## config.mk

```make
export PLATFORM = sky130hd
export DESIGN_NAME = spi_port
export DESIGN_NICKNAME = d
export VERILOG_FILES = /design/src/rtl/spi_pkg.sv /design/src/rtl/spi_sync.sv /design/src/rtl/spi_rate_div.sv /design/src/rtl/spi_engine.sv /design/src/rtl/spi_port.sv
export SDC_FILE = /design/constraint.sdc
export NUM_CORES = 1
export LEC_CHECK = 0
export ABC_AREA = 1
export BUFFER_PORTS_ARGS = -buffer_cell sky130_fd_sc_hd__buf_2
export CAP_MARGIN = 20
export CORE_ASPECT_RATIO = 2
export CORE_MARGIN = 5
export CORE_UTILIZATION = 56
export CTS_CLUSTER_DIAMETER = 80
export CTS_CLUSTER_SIZE = 16
export DETAILED_ROUTE_END_ITERATION = 8
export PLACE_DENSITY_LB_ADDON = 0.15
export SLEW_MARGIN = 20
export SYNTH_ARGS = -nofsm -noshare
export SYNTH_HDL_FRONTEND = slang
export SYNTH_SLANG_ARGS = --single-unit
```

## constraint.sdc

```tcl
create_clock -name clk -period 4.18 [get_ports clk]
set_input_delay 0.836 -clock clk [delete_from_list [all_inputs] [get_ports clk]]
set_output_delay 0.836 -clock clk [all_outputs]
set_load 0.01 [all_outputs]
```

## src/rtl/spi_pkg.sv

```systemverilog
package spi_pkg;

    localparam int unsigned REG_W     = 8;
    localparam int unsigned RATE_CW   = 5;

    localparam logic [1:0] A_CTL  = 2'd0;
    localparam logic [1:0] A_STAT = 2'd1;
    localparam logic [1:0] A_DATA = 2'd2;

    localparam int unsigned C_IE   = 7;
    localparam int unsigned C_PE   = 6;
    localparam int unsigned C_R2   = 5;
    localparam int unsigned C_MS   = 4;
    localparam int unsigned C_CPOL = 3;
    localparam int unsigned C_CPHA = 2;

    typedef enum logic [1:0] {
        ST_IDLE = 2'd0,
        ST_RUN  = 2'd1,
        ST_DONE = 2'd2
    } xfer_state_t;

    // Half-period length minus one, in system clocks, for a 3-bit rate code.
    function automatic logic [RATE_CW-1:0] rate_limit(input logic [2:0] code);
        logic [RATE_CW-1:0] lim;
        case (code)
            3'b100:  lim = RATE_CW'(0);
            3'b000:  lim = RATE_CW'(1);
            3'b001:  lim = RATE_CW'(3);
            3'b110:  lim = RATE_CW'(7);
            3'b010:  lim = RATE_CW'(15);
            default: lim = RATE_CW'(31);
        endcase
        return lim;
    endfunction

endpackage

```

## src/rtl/spi_sync.sv

```systemverilog
module spi_sync #(
    parameter int unsigned WIDTH  = 3,
    parameter int unsigned STAGES = 2,
    parameter logic [WIDTH-1:0] RST_VAL = '0
) (
    input  logic             clk,
    input  logic             rst_n,
    input  logic [WIDTH-1:0] d,
    output logic [WIDTH-1:0] q
);

    logic [WIDTH-1:0] stage_q [STAGES];

    generate
        for (genvar s = 0; s < STAGES; s++) begin : g_stage
            always_ff @(posedge clk or negedge rst_n) begin
                if (!rst_n) begin
                    stage_q[s] <= RST_VAL;
                end else if (s == 0) begin
                    stage_q[s] <= d;
                end else begin
                    stage_q[s] <= stage_q[(s == 0) ? 0 : s-1];
                end
            end
        end
    endgenerate

    assign q = stage_q[STAGES-1];

endmodule

```

## src/rtl/spi_rate_div.sv

```systemverilog
module spi_rate_div
    import spi_pkg::*;
(
    input  logic       clk,
    input  logic       rst_n,
    input  logic       run,
    input  logic [2:0] code,
    output logic       tick
);

    logic [RATE_CW-1:0] cnt_q;
    logic [RATE_CW-1:0] lim;

    assign lim  = rate_limit(code);
    assign tick = run && (cnt_q >= lim);

    always_ff @(posedge clk or negedge rst_n) begin
        if (!rst_n) begin
            cnt_q <= '0;
        end else if (!run || tick) begin
            cnt_q <= '0;
        end else begin
            cnt_q <= cnt_q + 1'b1;
        end
    end


    div_in_range_chk: assert property (@(posedge clk) disable iff (!rst_n)
        (run && $stable(code) && $past(run)) |-> (cnt_q <= lim));

endmodule

```

## src/rtl/spi_engine.sv

```systemverilog
module spi_engine
    import spi_pkg::*;
#(
    parameter int unsigned DATA_W = 8
) (
    input  logic              clk,
    input  logic              rst_n,
    input  logic              master,
    input  logic              active,
    input  logic              cpol,
    input  logic              cpha,
    input  logic              tick,
    input  logic              sck_s,
    input  logic              ss_lo,
    input  logic              load,
    input  logic              abort,
    input  logic              din_m,
    input  logic              din_s,
    input  logic [DATA_W-1:0] load_data,
    output logic              busy,
    output logic              done,
    output logic              run_div,
    output logic              sck_lvl,
    output logic              out_bit,
    output logic [DATA_W-1:0] shreg
);

    localparam int unsigned EDGES = 2 * DATA_W;
    localparam int unsigned EW    = $clog2(EDGES);

    xfer_state_t st_q, st_n;
    logic [EW-1:0] ecnt;
    logic          sck_prev;
    logic          edge_ev;
    logic          sample;
    logic          last;

    assign edge_ev = master ? tick : (sck_s != sck_prev);
    assign sample  = (ecnt[0] == cpha);
    assign last    = edge_ev && (ecnt == EW'(EDGES-1));

    always_comb begin
        st_n = st_q;
        unique case (st_q)
            ST_IDLE: begin
                if (!abort && active) begin
                    if (master) begin
                        if (load) st_n = ST_RUN;
                    end else if (ss_lo) begin
                        st_n = ST_RUN;
                    end
                end
            end
            ST_RUN: begin
                if (abort || !active || (!master && !ss_lo)) st_n = ST_IDLE;
                else if (last)                              st_n = ST_DONE;
            end
            ST_DONE: st_n = ST_IDLE;
            default: st_n = ST_IDLE;
        endcase
    end

    always_ff @(posedge clk or negedge rst_n) begin
        if (!rst_n) st_q <= ST_IDLE;
        else        st_q <= st_n;
    end

    always_ff @(posedge clk or negedge rst_n) begin
        if (!rst_n) begin
            ecnt     <= '0;
            sck_lvl  <= 1'b0;
            out_bit  <= 1'b0;
            shreg    <= '0;
            sck_prev <= 1'b0;
        end else begin
            sck_prev <= sck_s;
            if (st_q != ST_RUN) begin
                ecnt    <= '0;
                sck_lvl <= cpol;
                if (load) begin
                    shreg   <= load_data;
                    out_bit <= load_data[DATA_W-1];
                end
            end else if (edge_ev) begin
                ecnt    <= ecnt + 1'b1;
                sck_lvl <= ~sck_lvl;
                if (sample) shreg   <= {shreg[DATA_W-2:0], master ? din_m : din_s};
                else        out_bit <= shreg[DATA_W-1];
            end
        end
    end

    assign busy    = (st_q != ST_IDLE);
    assign done    = (st_q == ST_DONE);
    assign run_div = (st_q == ST_RUN) && master;


    sck_idle_chk: assert property (@(posedge clk) disable iff (!rst_n)
        (st_q == ST_IDLE && $past(st_q == ST_IDLE) && $stable(cpol)) |-> (sck_lvl == cpol));


    done_from_run_chk: assert property (@(posedge clk) disable iff (!rst_n)
        (st_q == ST_DONE) |-> ($past(st_q) == ST_RUN));

endmodule

```

## src/rtl/spi_port.sv

```systemverilog
module spi_port
    import spi_pkg::*;
(
    input  logic             clk,
    input  logic             rst_n,
    input  logic [1:0]       addr,
    input  logic             wr_en,
    input  logic             rd_en,
    input  logic [REG_W-1:0] wdata,
    output logic [REG_W-1:0] rdata,
    output logic             irq,
    input  logic             sck_i,
    output logic             sck_o,
    output logic             sck_oe,
    input  logic             mosi_i,
    output logic             mosi_o,
    output logic             mosi_oe,
    input  logic             miso_i,
    output logic             miso_o,
    output logic             miso_oe,
    input  logic             ss_n,
    output logic             gpio_sel
);

    localparam int unsigned DATA_W = REG_W;

    logic [REG_W-1:0]  ctl_q, ctl_n;
    logic [DATA_W-1:0] rx_q, shreg;
    logic spif_q, wcol_q, ovr_q, modf_q, armed_q;
    logic sck_s, ss_s, mosi_s, ss_lo;
    logic busy, done, run_div, sck_lvl, out_bit, tick;
    logic ctl_wr, data_wr, data_acc, stat_rd, clr, fault, load, collide, keep_old;
    logic pe, ms;

    spi_sync #(.WIDTH(3), .STAGES(2), .RST_VAL(3'b010)) i_sync (
        .clk(clk), .rst_n(rst_n),
        .d({sck_i, ss_n, mosi_i}),
        .q({sck_s, ss_s, mosi_s})
    );

    assign pe       = ctl_q[C_PE];
    assign ms       = ctl_q[C_MS];
    assign ss_lo    = ~ss_s;
    assign ctl_wr   = wr_en && (addr == A_CTL);
    assign data_wr  = wr_en && (addr == A_DATA);
    assign data_acc = (wr_en || rd_en) && (addr == A_DATA);
    assign stat_rd  = rd_en && (addr == A_STAT);
    assign clr      = armed_q && data_acc;
    assign fault    = pe && ms && ss_lo;
    assign load     = data_wr && !busy;
    assign collide  = data_wr && busy;
    assign keep_old = spif_q && !clr;

    spi_rate_div i_div (
        .clk(clk), .rst_n(rst_n), .run(run_div),
        .code({ctl_q[C_R2], ctl_q[1:0]}), .tick(tick)
    );

    spi_engine #(.DATA_W(DATA_W)) i_eng (
        .clk(clk), .rst_n(rst_n),
        .master(ms), .active(pe),
        .cpol(ctl_q[C_CPOL]), .cpha(ctl_q[C_CPHA]),
        .tick(tick), .sck_s(sck_s), .ss_lo(ss_lo),
        .load(load), .abort(fault),
        .din_m(miso_i), .din_s(mosi_s), .load_data(wdata),
        .busy(busy), .done(done), .run_div(run_div),
        .sck_lvl(sck_lvl), .out_bit(out_bit), .shreg(shreg)
    );

    always_comb begin
        ctl_n = ctl_wr ? wdata : ctl_q;
        if (fault) begin
            ctl_n[C_PE] = 1'b0;
            ctl_n[C_MS] = 1'b0;
        end
    end

    always_ff @(posedge clk or negedge rst_n) begin
        if (!rst_n) begin
            ctl_q   <= '0;
            rx_q    <= '0;
            spif_q  <= 1'b0;
            wcol_q  <= 1'b0;
            ovr_q   <= 1'b0;
            modf_q  <= 1'b0;
            armed_q <= 1'b0;
        end else begin
            ctl_q   <= ctl_n;
            spif_q  <= (spif_q && !clr) || done;
            wcol_q  <= (wcol_q && !clr) || collide;
            ovr_q   <= (ovr_q  && !clr) || (done && keep_old);
            modf_q  <= (modf_q && !clr) || fault;
            if (done && !keep_old) rx_q <= shreg;
            if (data_acc)     armed_q <= 1'b0;
            else if (stat_rd) armed_q <= 1'b1;
        end
    end

    always_comb begin
        case (addr)
            A_CTL:   rdata = ctl_q;
            A_STAT:  rdata = {spif_q, wcol_q, ovr_q, modf_q, 4'b0000};
            A_DATA:  rdata = rx_q;
            default: rdata = '0;
        endcase
    end

    assign irq      = ctl_q[C_IE] && (spif_q || modf_q);
    assign sck_o    = ms ? sck_lvl : ctl_q[C_CPOL];
    assign sck_oe   = pe && ms;
    assign mosi_o   = out_bit;
    assign mosi_oe  = pe && ms;
    assign miso_o   = out_bit;
    assign miso_oe  = pe && !ms && ss_lo;
    assign gpio_sel = !pe;


    fault_drop_chk: assert property (@(posedge clk) disable iff (!rst_n)
        fault |=> (!ctl_q[C_MS] && !ctl_q[C_PE] && modf_q));


    collision_chk: assert property (@(posedge clk) disable iff (!rst_n)
        collide |=> (wcol_q && busy));


    overrun_chk: assert property (@(posedge clk) disable iff (!rst_n)
        (done && keep_old) |=> (ovr_q && $stable(rx_q)));


    flag_clear_chk: assert property (@(posedge clk) disable iff (!rst_n)
        (clr && !done && !fault && !collide) |=> (!spif_q && !wcol_q && !ovr_q && !modf_q));

endmodule

```

Word level (Yosys, flattened, before mapping) --
Cells that the tools add are included.
Storage, ports and cells: register bits after elaboration 49, output and inout bits 16, logic and storage cells 120
Cells by class: add/subtract/negate cells 2, $lt $le $gt $ge 1, equality and inequality tests 18, multiplexer cells 30, bitwise operators 2, reduce and logical (&&, ||, !) cells 50
Operator list (number):
- 8-bit two-way mux | 4
- 5-bit case mux with 5 select lines | 1
- 8-bit case mux with 3 select lines | 1
- 1-bit logical AND | 23
- 1-bit two-way mux | 13
- 2-bit two-way mux | 6
- 2-bit nonzero test | 5
- 1-bit logical OR | 9
- 4-bit two-way mux | 2
- 1-bit zero test | 7
- 7-bit two-way mux | 1
- 3-bit equality test (second input constant) | 2
- 2-bit by 1-bit inequality test with 1-bit output (second input constant) | 3
- 3-bit AND reduction | 2
- 5-bit by 1-bit adder with 5-bit output (second input constant) | 1
- 5-bit greater-or-equal comparator | 1
- 5-bit two-way mux | 1
- 4-bit by 1-bit adder with 4-bit output (second input constant) | 1
- 2-bit by 1-bit equality test with 1-bit output (second input constant) | 2
- 2-bit equality test (second input constant) | 2
- 4-bit equality test (second input constant) | 1
- 2-bit zero test | 2
- 2-bit case mux with 2 select lines | 1
- 4-bit AND reduction | 1
- 10 further kinds | 11

Logic depth before layout (Yosys ltp) --
Gate-level depths: netlist of run 1.
depth after elaboration 9, gate-level depth with buffers 14, gate-level depth less buffers 14

Hierarchy --
From an unflattened synthesis of run 1, not the netlist that was laid out.
Second synthesis, totals: cell total of the unflattened synthesis 323, area, all modules 2612.5 sq um
By module, submodules not included:
- spi_port | instances 1, cells an instance 130, area each 1059.8 sq um, sequential area each 525.5 sq um
- spi_engine | instances 1, cells an instance 139, area each 1008.5 sq um, sequential area each 425.4 sq um
- spi_rate_div | instances 1, cells an instance 45, area each 369.1 sq um, sequential area each 125.1 sq um
- spi_sync | instances 1, cells an instance 9, area each 175.2 sq um, sequential area each 152.6 sq um

Worst setup path after synthesis of run 1 --
OpenSTA, ideal clock, no wires.
path kind input to output, start input addr[0], end output rdata[1], data arrival time 1.381 ns, required time 3.344 ns, slack 1.963 ns, stages 3, cells stage by stage nor2_1 > inv_1 > o21ai_0
On the way: longest elaborated chain between the ends 2, elaborated cells on any way between the ends 4
Ends and longest elaborated chain:
- start: declaration | RTL line spi_port.sv:6 | input logic [1:0] addr,
- 2-bit equality test (tied with other cells) | RTL line spi_port.sv:100 | case (addr)
- 8-bit case mux with 3 select lines * | RTL line spi_port.sv:100
- end: declaration | RTL line spi_port.sv:10 | output logic [REG_W-1:0] rdata,
Mark *: on every way between the ends. The rest lies on a longest branch, timed or not.

Final worst setup path of run 1 --
start input addr[0], end output rdata[4]
Same word-level chain as after synthesis.

==> results of run 1 <==
==> Yosys cell counts, drive strengths merged <==
| library cell | n | share of area |
|---|---|---|
| and3 | 1 | 0.0025 |
| nor3 | 2 | 0.0041 |
| nand2 | 84 | 0.14 |
| nor2 | 26 | 0.046 |
| o21a | 1 | 0.0031 |
| xnor2 | 1 | 0.0036 |
| o22ai | 2 | 0.0051 |
| o211ai | 1 | 0.0031 |
| ha | 7 | 0.036 |
| buf | 7 | 0.020 |
| dfrtp | 47 | 0.48 |
| o221ai | 3 | 0.011 |
| nand4 | 1 | 0.0025 |
| nand3 | 18 | 0.039 |
| inv | 39 | 0.059 |
| a22o | 1 | 0.0036 |
| a32o | 1 | 0.0041 |
| o21ai | 31 | 0.075 |
| a21oi | 12 | 0.024 |
| xor2 | 4 | 0.014 |
| dfstp | 2 | 0.021 |
| o31ai | 1 | 0.0086 |
==> metal layers <==
layer | vias up | share of wire | routed length (um)
met1 | 952 | 0.38 | 2100
met3 | 18 | 0.034 | 187
met5 | - | 0 | 0
met4 | 0 | 0.044 | 246
met2 | 48 | 0.54 | 3010
li1 | 995 | - | -
==> final cells by class <==
| cell class | count | area (um2) |
|---|---|---|
| clock buffer | 8 | 90.1 |
| fill | 402 | 1560 |
| inverter | 39 | 146 |
| multi-input combinational | 197 | 1040 |
| sequential | 49 | 1230 |
| tap | 54 | 67.6 |
| timing repair buffer | 33 | 168 |
==> sequential cells by signal (all words and copies together) (netlist names) <==
signal / cells
wcol_q: 1
spif_q: 1
i_div.cnt_q: 5
i_eng.out_bit: 1
i_eng.sck_lvl: 1
i_eng.sck_prev: 1
i_eng.ecnt: 4
i_sync.stage_q: 3
ovr_q: 1
modf_q: 1
armed_q: 1
ctl_q: 8
rx_q: 8
i_eng.shreg: 8
i_sync.q: 3
i_eng.st_q: 2
==> final timing paths <==
path                       slack [ps]  cells after the start                         from                          to
max                              1700                      5                      addr[0]                    rdata[4]
min                               360                      0  i_sync.stage_q[5]$_DFF_PN0_       i_sync.q[2]$_DFF_PN0_
max in group asynchronous        3200                      1                        rst_n         rx_q[5]$_DFFE_PN0P_
max reg2reg                      2080                      7    i_eng.st_q[1]$_DFFE_PN0P_  i_eng.shreg[0]$_DFFE_PN0P_
min reg2reg                       360                      0  i_sync.stage_q[5]$_DFF_PN0_       i_sync.q[2]$_DFF_PN0_
min in group asynchronous         540                      1                        rst_n         rx_q[7]$_DFFE_PN0P_
==> report_power, final <==
| group | leakage (nW) | total (W) | switching, W | internal [W] |
|---|---|---|---|---|
| Sequential | 0.623 | 0.000622 | 0.0000611 | 0.000561 |
| Combinational | 0.817 | 0.000446 | 0.000304 | 0.000142 |
| Clock | 0.0455 | 0.000283 | 0.000148 | 0.000135 |
==> per-stage QoR <==
stage,hold WS (ps),total power [W]
2_1_floorplan,331,0.000933
3_3_place_gp,332,0.00107
3_5_place_dp,341,0.00108
4_1_cts,361,0.00136
5_1_grt,368,0.00146
6_report,356,0.00135
==> kinds of logic (layout without fill, tap and decap cells) <==
kind of cell | count (synthesis) | after routing | share of synthesized area
flip-flops | 49 | 49 | 0.499
adder cells (fa/ha/maj) | 7 | 7 | 0.0356
XOR/XNOR | 5 | 5 | 0.0178
AND/OR/NAND/NOR | 132 | 132 | 0.230
buffers and inverters | 46 | 80 | 0.0793
AO/OA/AOI/OAI | 53 | 53 | 0.138
==> cells in the final DEF (no fill, tap or decap) <==
cell,n
nand2_1,80
dfrtp_1,47
inv_1,38
buf_2,32
nor2_1,25
o21ai_0,23
nand3_1,17
a21oi_1,12
o21ai_2,8
ha_1,7
clkbuf_8,6
xor2_1,4
o221ai_1,3
nand2_4,2
nor3_1,2
o22ai_1,2
nand2_2,2
clkbuf_1,2
dfstp_2,2
inv_2,1
nor2_8,1
nand4_1,1
xnor2_1,1
o211ai_1,1
a22o_1,1
nand3_2,1
o31ai_4,1
and3_1,1
a32o_1,1
o21a_1,1
buf_4,1
==> metrics, run 1 <==
grt total ovfl=0; global-route wire length before repair=9750 um; root buffer cell=clkbuf_8; Crit path top cell by count=buf_2; Setup CP Type=primary input to output pin; met3 Usage GRT=0.0361; Inst Count DP=372; synth warn=0; Post-CTS Hold Fix Bufs=0; post-CTS setup buffers=0; Max-slew headroom=0.566; initial antenna violation count=0; Placed Area=2650 um2; total wire length=5540 um; CTS tree=yes; DR WL/cell=14.6 um; Crit-path slowest cell=nor2_1; crit-path max FO=7; CTS sink count=49; fin area=2740 um2; WP buf/inv=3; post-route ant nets=0; syn_nets=317; CP arrival=1640 ps; die area=5900 um2; fin. max-slew vios=0; drt via density=5.30; met2 Track Usage GR=0.377; critical path startpoint category=primary input; pre-CTS setup slack=1700 ps; Crit. End Element=output pin; # port buffers=33; Final setup viols=0; Starting Density=0.573; # DRC=0; Worst-path clk slew=80 ps; GRT Total Usage=0.208; RePlAce Congestion=0.798; grt met1 use=0.229; initial drt markers=62; minimum clock period after layout=2480 ps; worst clock skew=9.91 ps; DP HPWL=4170 um; H-tree depth=2; Boundary Pins=34; Critical Path RT=3340 ps; total number of vias=2013; CP top delay family=buffers and inverters; pwr dens=494 nW/um2; GRT busiest layer=met2; DRT Pass-1 Iters=4; Die Y=104 um; non-filler cells, final=380; Syn Inst Count=292; Yosys cell types=30; Clock Tree Buf Depth=2; Area Growth Syn to Fin=11.2%; Hold Crit Class=register to register; Setup TNS=0 ps; core area=4300 um2; max cap viols=0; leakage power total=1.49 nW; Final Worst Setup Slack=1700 ps; layout cells sized above 1=0.175; vias in the first global route=2147; register area share after synthesis=0.499; cell area after synthesis=2460 um2; RSZ-0062 raised after global routing=false; Peak VDD IR=0.347 mV; clk_lat worst skew=300 ps; Nets=350; crit share post-route=0.593; worst slew pin tran=649 ps; outcome=complete, no violations; die width=56.9 um; CTS resizes=0; Seq cells post-synth=49; largest net degree at the start of global routing=50; CTS Buf Count=5; Util after Layout=0.637; # diodes=0; Max Freq=403 MHz; Avg Inst Size Synth=8.43 um2; CP max stage delay=180 ps; hold violation count in the final report=0; Cell Chain, Critical Path=buf_2 -> nor2_1 -> inv_1 -> o221ai_1 -> buf_2; Core Rows=34
No activity file was read; power rests on OpenSTA's default activity.
==> inputs of run 2 (changes only) <==
Settings changed: ABC_AREA 1 to 0, CORE_UTILIZATION 56 to 51.
Clock period 4.18 ns to 2.2 ns, I/O delays scaled along.
==> metrics, run 2 <==
Clock Tree Buf Depth=2; core area=4600 um2; fin. max-slew vios=0; Post-CTS Hold Fix Bufs=0; most common cell after layout, fill and taps aside=dfrtp_1; DRT Pass-1 Iters=4; H-tree depth=2; most frequent cell after synthesis=dfrtp_1; fin area=2770 um2; register area share after synthesis=0.509; Nets=293; CTS sink count=49; DP HPWL=3950 um; Starting Density=0.525; global-route wire length before repair=8670 um; Area Growth Syn to Fin=14.9%; minimum clock period after layout=2100 ps; Yosys cell types=42; WP buf/inv=0; CP top delay family=simple AND/OR/NAND/NOR gates; total number of vias=1866; hold violation count in the final report=0; area leader, netlist=dfrtp_1; Yosys top cell area share=0.487; critical path startpoint category=register; CTS Buf Count=5; Critical Path RT=2430 ps; Boundary Pins=34; area of the multi-input gates=1120 um2; Syn Inst Count=231; drt via density=5.76; cell area after synthesis=2410 um2; initial drt markers=33; Setup CP Type=register to register; post-route ant nets=0; Max Freq=476 MHz; die width=58.6 um; Avg Inst Size Synth=10.4 um2; initial antenna violation count=0; Core Rows=35; CTS tree=yes; crit-path max FO=6; top flop regs=ctl_q (8), i_eng.shreg (8), rx_q (8); Worst-path clk slew=90 ps; Filler cells=430; largest net degree at the start of global routing=29; worst slew pin tran=532 ps; Synth Flop Type=dfrtp_1; total power=0.00233 W; clk_lat worst skew=300 ps; Synth area leaders=dfrtp_1 49%, mux2_2 7.5%, mux2i_1 5.0%; Post-synth top cells=47 x dfrtp_1, 31 x nand2_1, 20 x nor2_1; register area=1230 um2; most frequent cells in the layout=46 x dfrtp_1, 33 x buf_2, 31 x nand2_1; GRT Total Usage=0.182; CP arrival=2330 ps; DR WL/cell=16.5 um; leakage power total=1.34 nW; synth warn=0; Die Y=107 um; max cap viols=0; grt total ovfl=0; Crit-path slowest cell=dfrtp_2; outcome=complete, no violations; total wire length=5350 um; die area=6290 um2; CP max stage delay=450 ps; Max-slew headroom=0.645; RePlAce Congestion=0.809; Seq cells post-synth=49; Crit. End Element=register; # port buffers=33; # diodes=0; number of flops mapped to enable cells by yosys=0; Hold Crit Class=primary input to async pin; # DRC=0; Peak VDD IR=0.638 mV; Setup TNS=0 ps; syn_nets=256; root buffer cell=clkbuf_8; Cell Chain, Critical Path=nor2_2 -> nand2_1 -> ha_1 -> nand2b_1 -> a31oi_4 -> o31a_1 -> or3_1 -> a21oi_1; Post-synth ARST share=1.00; Placed Area=2650 um2; pwr dens=840 nW/um2; crit share post-route=0.954; worst clock skew=10.1 ps; layout cells sized above 1=0.271; Final setup viols=0; vias in the first global route=1784
==> run 2: cell types whose count changed after synthesis, moves of 4 or more <==
cell,previous run,this run
clkbuf_1,0,5
inv_1,38,6
nand2_1,80,31
o21ai_0,23,13
nand2b_1,0,4
nor2_1,25,20
nand3_1,17,7
a41oi_1,0,7
mux2_2,0,16
o21ai_2,8,0
mux2i_1,0,12
==> run 2: final timing paths <==
| path | endpoint | slack (ps) | cells after the start | start |
|---|---|---|---|---|
| min in group clk | i_sync.stage_q[4]$_DFF_PN1_ | 220 | 1 | ss_n |
| max | i_eng.ecnt[3]$_DFFE_PN0P_ | 100 | 8 | ctl_q[0]$_DFFE_PN0P_ |
| max in group asynchronous | ctl_q[0]$_DFFE_PN0P_ | 1540 | 2 | rst_n |
| max reg2reg | i_eng.ecnt[3]$_DFFE_PN0P_ | 100 | 8 | ctl_q[0]$_DFFE_PN0P_ |
| min reg2reg | i_sync.q[2]$_DFF_PN0_ | 360 | 0 | i_sync.stage_q[5]$_DFF_PN0_ |
| min | rx_q[6]$_DFFE_PN0P_ | 110 | 1 | rst_n |
==> run 2: kinds of logic after synthesis <==
logic type                 count (synthesis)  share of synthesized area
adders and majority gates                  7                     0.0363
xor gates and xnor gates                   7                     0.0254
buffers and inverters                     18                     0.0368
muxes                                     28                      0.124
AOI/OAI and AO/OA                         44                      0.116
and+or+nand+nor                           78                      0.152
DFF                                       49                      0.509
==> run 2: area by class of cell <==
type,count,area share
Inverter,6,0.00812
Clock buffer,6,0.0262
Clock inverter,2,0.00542
Sequential cell,49,0.444
Tap cell,55,0.0248
Multi-Input combinational cell,165,0.405
Timing Repair Buffer,41,0.0871
==> run 2: power breakdown <==
group | leakage [nW] | switching [W] | internal [W]
combinational | 0.686 | 0.000336 | 0.000280
sequential | 0.618 | 0.000150 | 0.00105
clock | 0.0374 | 0.000289 | 0.000224
==> run 2: metrics by stage <==
| stage | util | setup WS, ps | instances | hold WS (ps) |
|---|---|---|---|---|
| after global routing | 0.603 | -27.6 | 324 | 132 |
| after global placement | 0.577 | 14.4 | 315 | 333 |
| after detailed placement | 0.577 | 4.52 | 315 | 335 |
| final | 0.603 | 101 | 324 | 106 |
| after CTS | 0.598 | 60.0 | 324 | 118 |
| after floorplan | - | 205 | 231 | 144 |
==> run 2: per-layer routing <==
metal  global-route usage  wire, um  up-vias
met3               0.0288       149       16
met4               0.0794       161        0
li1                     -         -      876
met1                0.216      2110      935
met5                    0         0        -
met2                0.316      2930       39
==> run 2: timing repair <==
action | CTS | global route
gates resized for setup | 0 | 6
setup buffers | 0 | 0
gates cloned | 1 | 0
endpoints found under the setup margin | 1 | 12
pin swaps | 0 | 1
hold endpoints to repair | 0 | 0
==> inputs of run 3 (changes only) <==
Settings changed: CORE_UTILIZATION 51 to 56.
Clock period 2.2 ns to 2 ns, I/O delays scaled along.
==> metrics, run 3 (synthesis gave the netlist of run 2 again) <==
layout cells sized above 1=0.353; WP buf/inv=0; RePlAce Congestion=0.796; Peak VDD IR=0.761 mV; Max Freq=463 MHz; switching portion of total power=0.324; Nets=307; top flop regs=ctl_q (8), i_eng.shreg (8), rx_q (8); H-tree depth=2; # port buffers=33; most frequent cells in the layout=44 x dfrtp_1, 33 x buf_2, 30 x nand2_1; Boundary Pins=34; worst clock skew=8.44 ps; hold violation count in the final report=0; CP arrival=2340 ps; Seq pwr share=0.485; CP top delay family=compound AO/OA/AOI/OAI gates; Die Y=103 um; CTS Buf Count=5; root buffer cell=clkbuf_8; total wire length=5720 um; die width=56.4 um; max cap viols=0; Internal Power=0.00185 W; initial antenna violation count=0; Crit. End Element=register; core area=4130 um2; Starting Density=0.585; Critical Path RT=2180 ps; vias in the first global route=2002; Clock Tree Buf Depth=2; Final Worst Setup Slack=-159 ps; Crit-path slowest cell=dfrtp_2; DP HPWL=4040 um; # DRC=0; Inst Count DP=322; Core Rows=33; outcome=complete, but fails checks; grt total ovfl=0; die area=5800 um2; Max-slew headroom=0.633; post-route ant nets=0; Final setup viols=9; Sw Pwr=0.000886 W; GRT Total Usage=0.209; non-filler cells, final=335; fin area=2980 um2; CTS sink count=49; Placed Area=2730 um2; largest net degree at the start of global routing=28; critical path startpoint category=register; Cell Chain, Critical Path=nor2_4 -> nand2_2 -> ha_4 -> nand2b_4 -> a31oi_4 -> o31a_1 -> nand4b_1 -> a41o_1; CTS tree=yes; Filler cells=292; worst slew pin tran=550 ps; most common cell after layout, fill and taps aside=dfrtp_1; pwr dens=920 nW/um2; Worst-path clk slew=90 ps; minimum clock period after layout=2160 ps; Hold Crit Class=primary input to async pin; register area=1230 um2; clk_lat worst skew=290 ps; global-route wire length before repair=9360 um; share of total power in combinational logic=0.302; DR WL/cell=17.1 um; initial drt markers=76; fin. max-slew vios=0; drt via density=5.76; failing checks=setup timing; Area Growth Syn to Fin=23.3%; # diodes=0; RSZ-0062 raised after global routing=true; crit-path max FO=5; CP max stage delay=470 ps; Setup CP Type=register to register; leakage power total=1.43 nW; crit share post-route=1.08; total number of vias=1928; DRT Pass-1 Iters=4; Clock Power Share=0.213; area of the multi-input gates=1210 um2
run 3: changes by cell type in the layout (fill, tap and decap cells not counted), sizes merged:
cell	previous run	this run
clkinvlp	2	0
clkbuf	6	8
buf	41	55
run 3: path summary, 6_finish.rpt:
kind                                              from                     endpoint  slack, ps  depth (start not counted)
setup / recovery                  ctl_q[1]$_DFFE_PN0P_    i_eng.st_q[0]$_DFFE_PN0P_       -160                          8
hold / removal                                   rst_n          armed_q$_DFFE_PN0P_         80                          1
setup reg to reg                  ctl_q[1]$_DFFE_PN0P_    i_eng.st_q[0]$_DFFE_PN0P_       -160                          8
hold reg to reg            i_sync.stage_q[5]$_DFF_PN0_        i_sync.q[2]$_DFF_PN0_        360                          0
max in group asynchronous                        rst_n  i_sync.stage_q[4]$_DFF_PN1_       1310                          2
min in group clk                                  ss_n  i_sync.stage_q[4]$_DFF_PN1_        200                          1
run 3: metrics by stage:
step	TNS, ps	power (W)	hold WS [ps]	utilization	setup WS (ps)
floorplan	0	0.00175	104	-	5.44
global placement	-213	0.00201	332	0.660	-71.9
detailed placement	-821	0.00204	343	0.660	-150
CTS	-173	0.00272	86.2	0.708	-55.1
global route	-1580	0.00290	108	0.721	-197
finish	-642	0.00274	78.4	0.721	-159
run 3: layer usage:
layer,up-vias,share of wire,GRT usage
met4,0,0.037,0.126
li1,909,-,-
met2,72,0.54,0.365
met3,16,0.039,0.0263
met5,-,0,0
met1,931,0.38,0.242
run 3: power by group through the flow:
stage	Clock, W	Sequential, W	Combinational [W]
global placement	0	0.00133	0.000683
floorplan	0	0.00128	0.000478
global route	0.000641	0.00136	0.000906
finish	0.000583	0.00133	0.000827
CTS	0.000609	0.00132	0.000791
detailed placement	0	0.00133	0.000703
run 3: layout make-up:
type / instances / share of cell area
inverters: 6 / 0.00757
clock buffers: 8 / 0.0303
flip-flops and latches: 49 / 0.414
repair buffers: 55 / 0.120
well taps: 52 / 0.0219
multi-input cells: 165 / 0.406
run 3: timing repair:
action,4_1_cts,5_1_grt
setup endpoints to repair,16,16
cloned,1,0
hold buffers,0,0
resized for setup,15,10
setup buffers,3,1
pin swaps,6,11
run 3: worst reg2reg max path, delay by kind of cell, from the launching register on:
family          cells  cell delay, ps
fa+ha+maj           1             280
flops               1             470
simple gates        4             580
compound gates      3             720
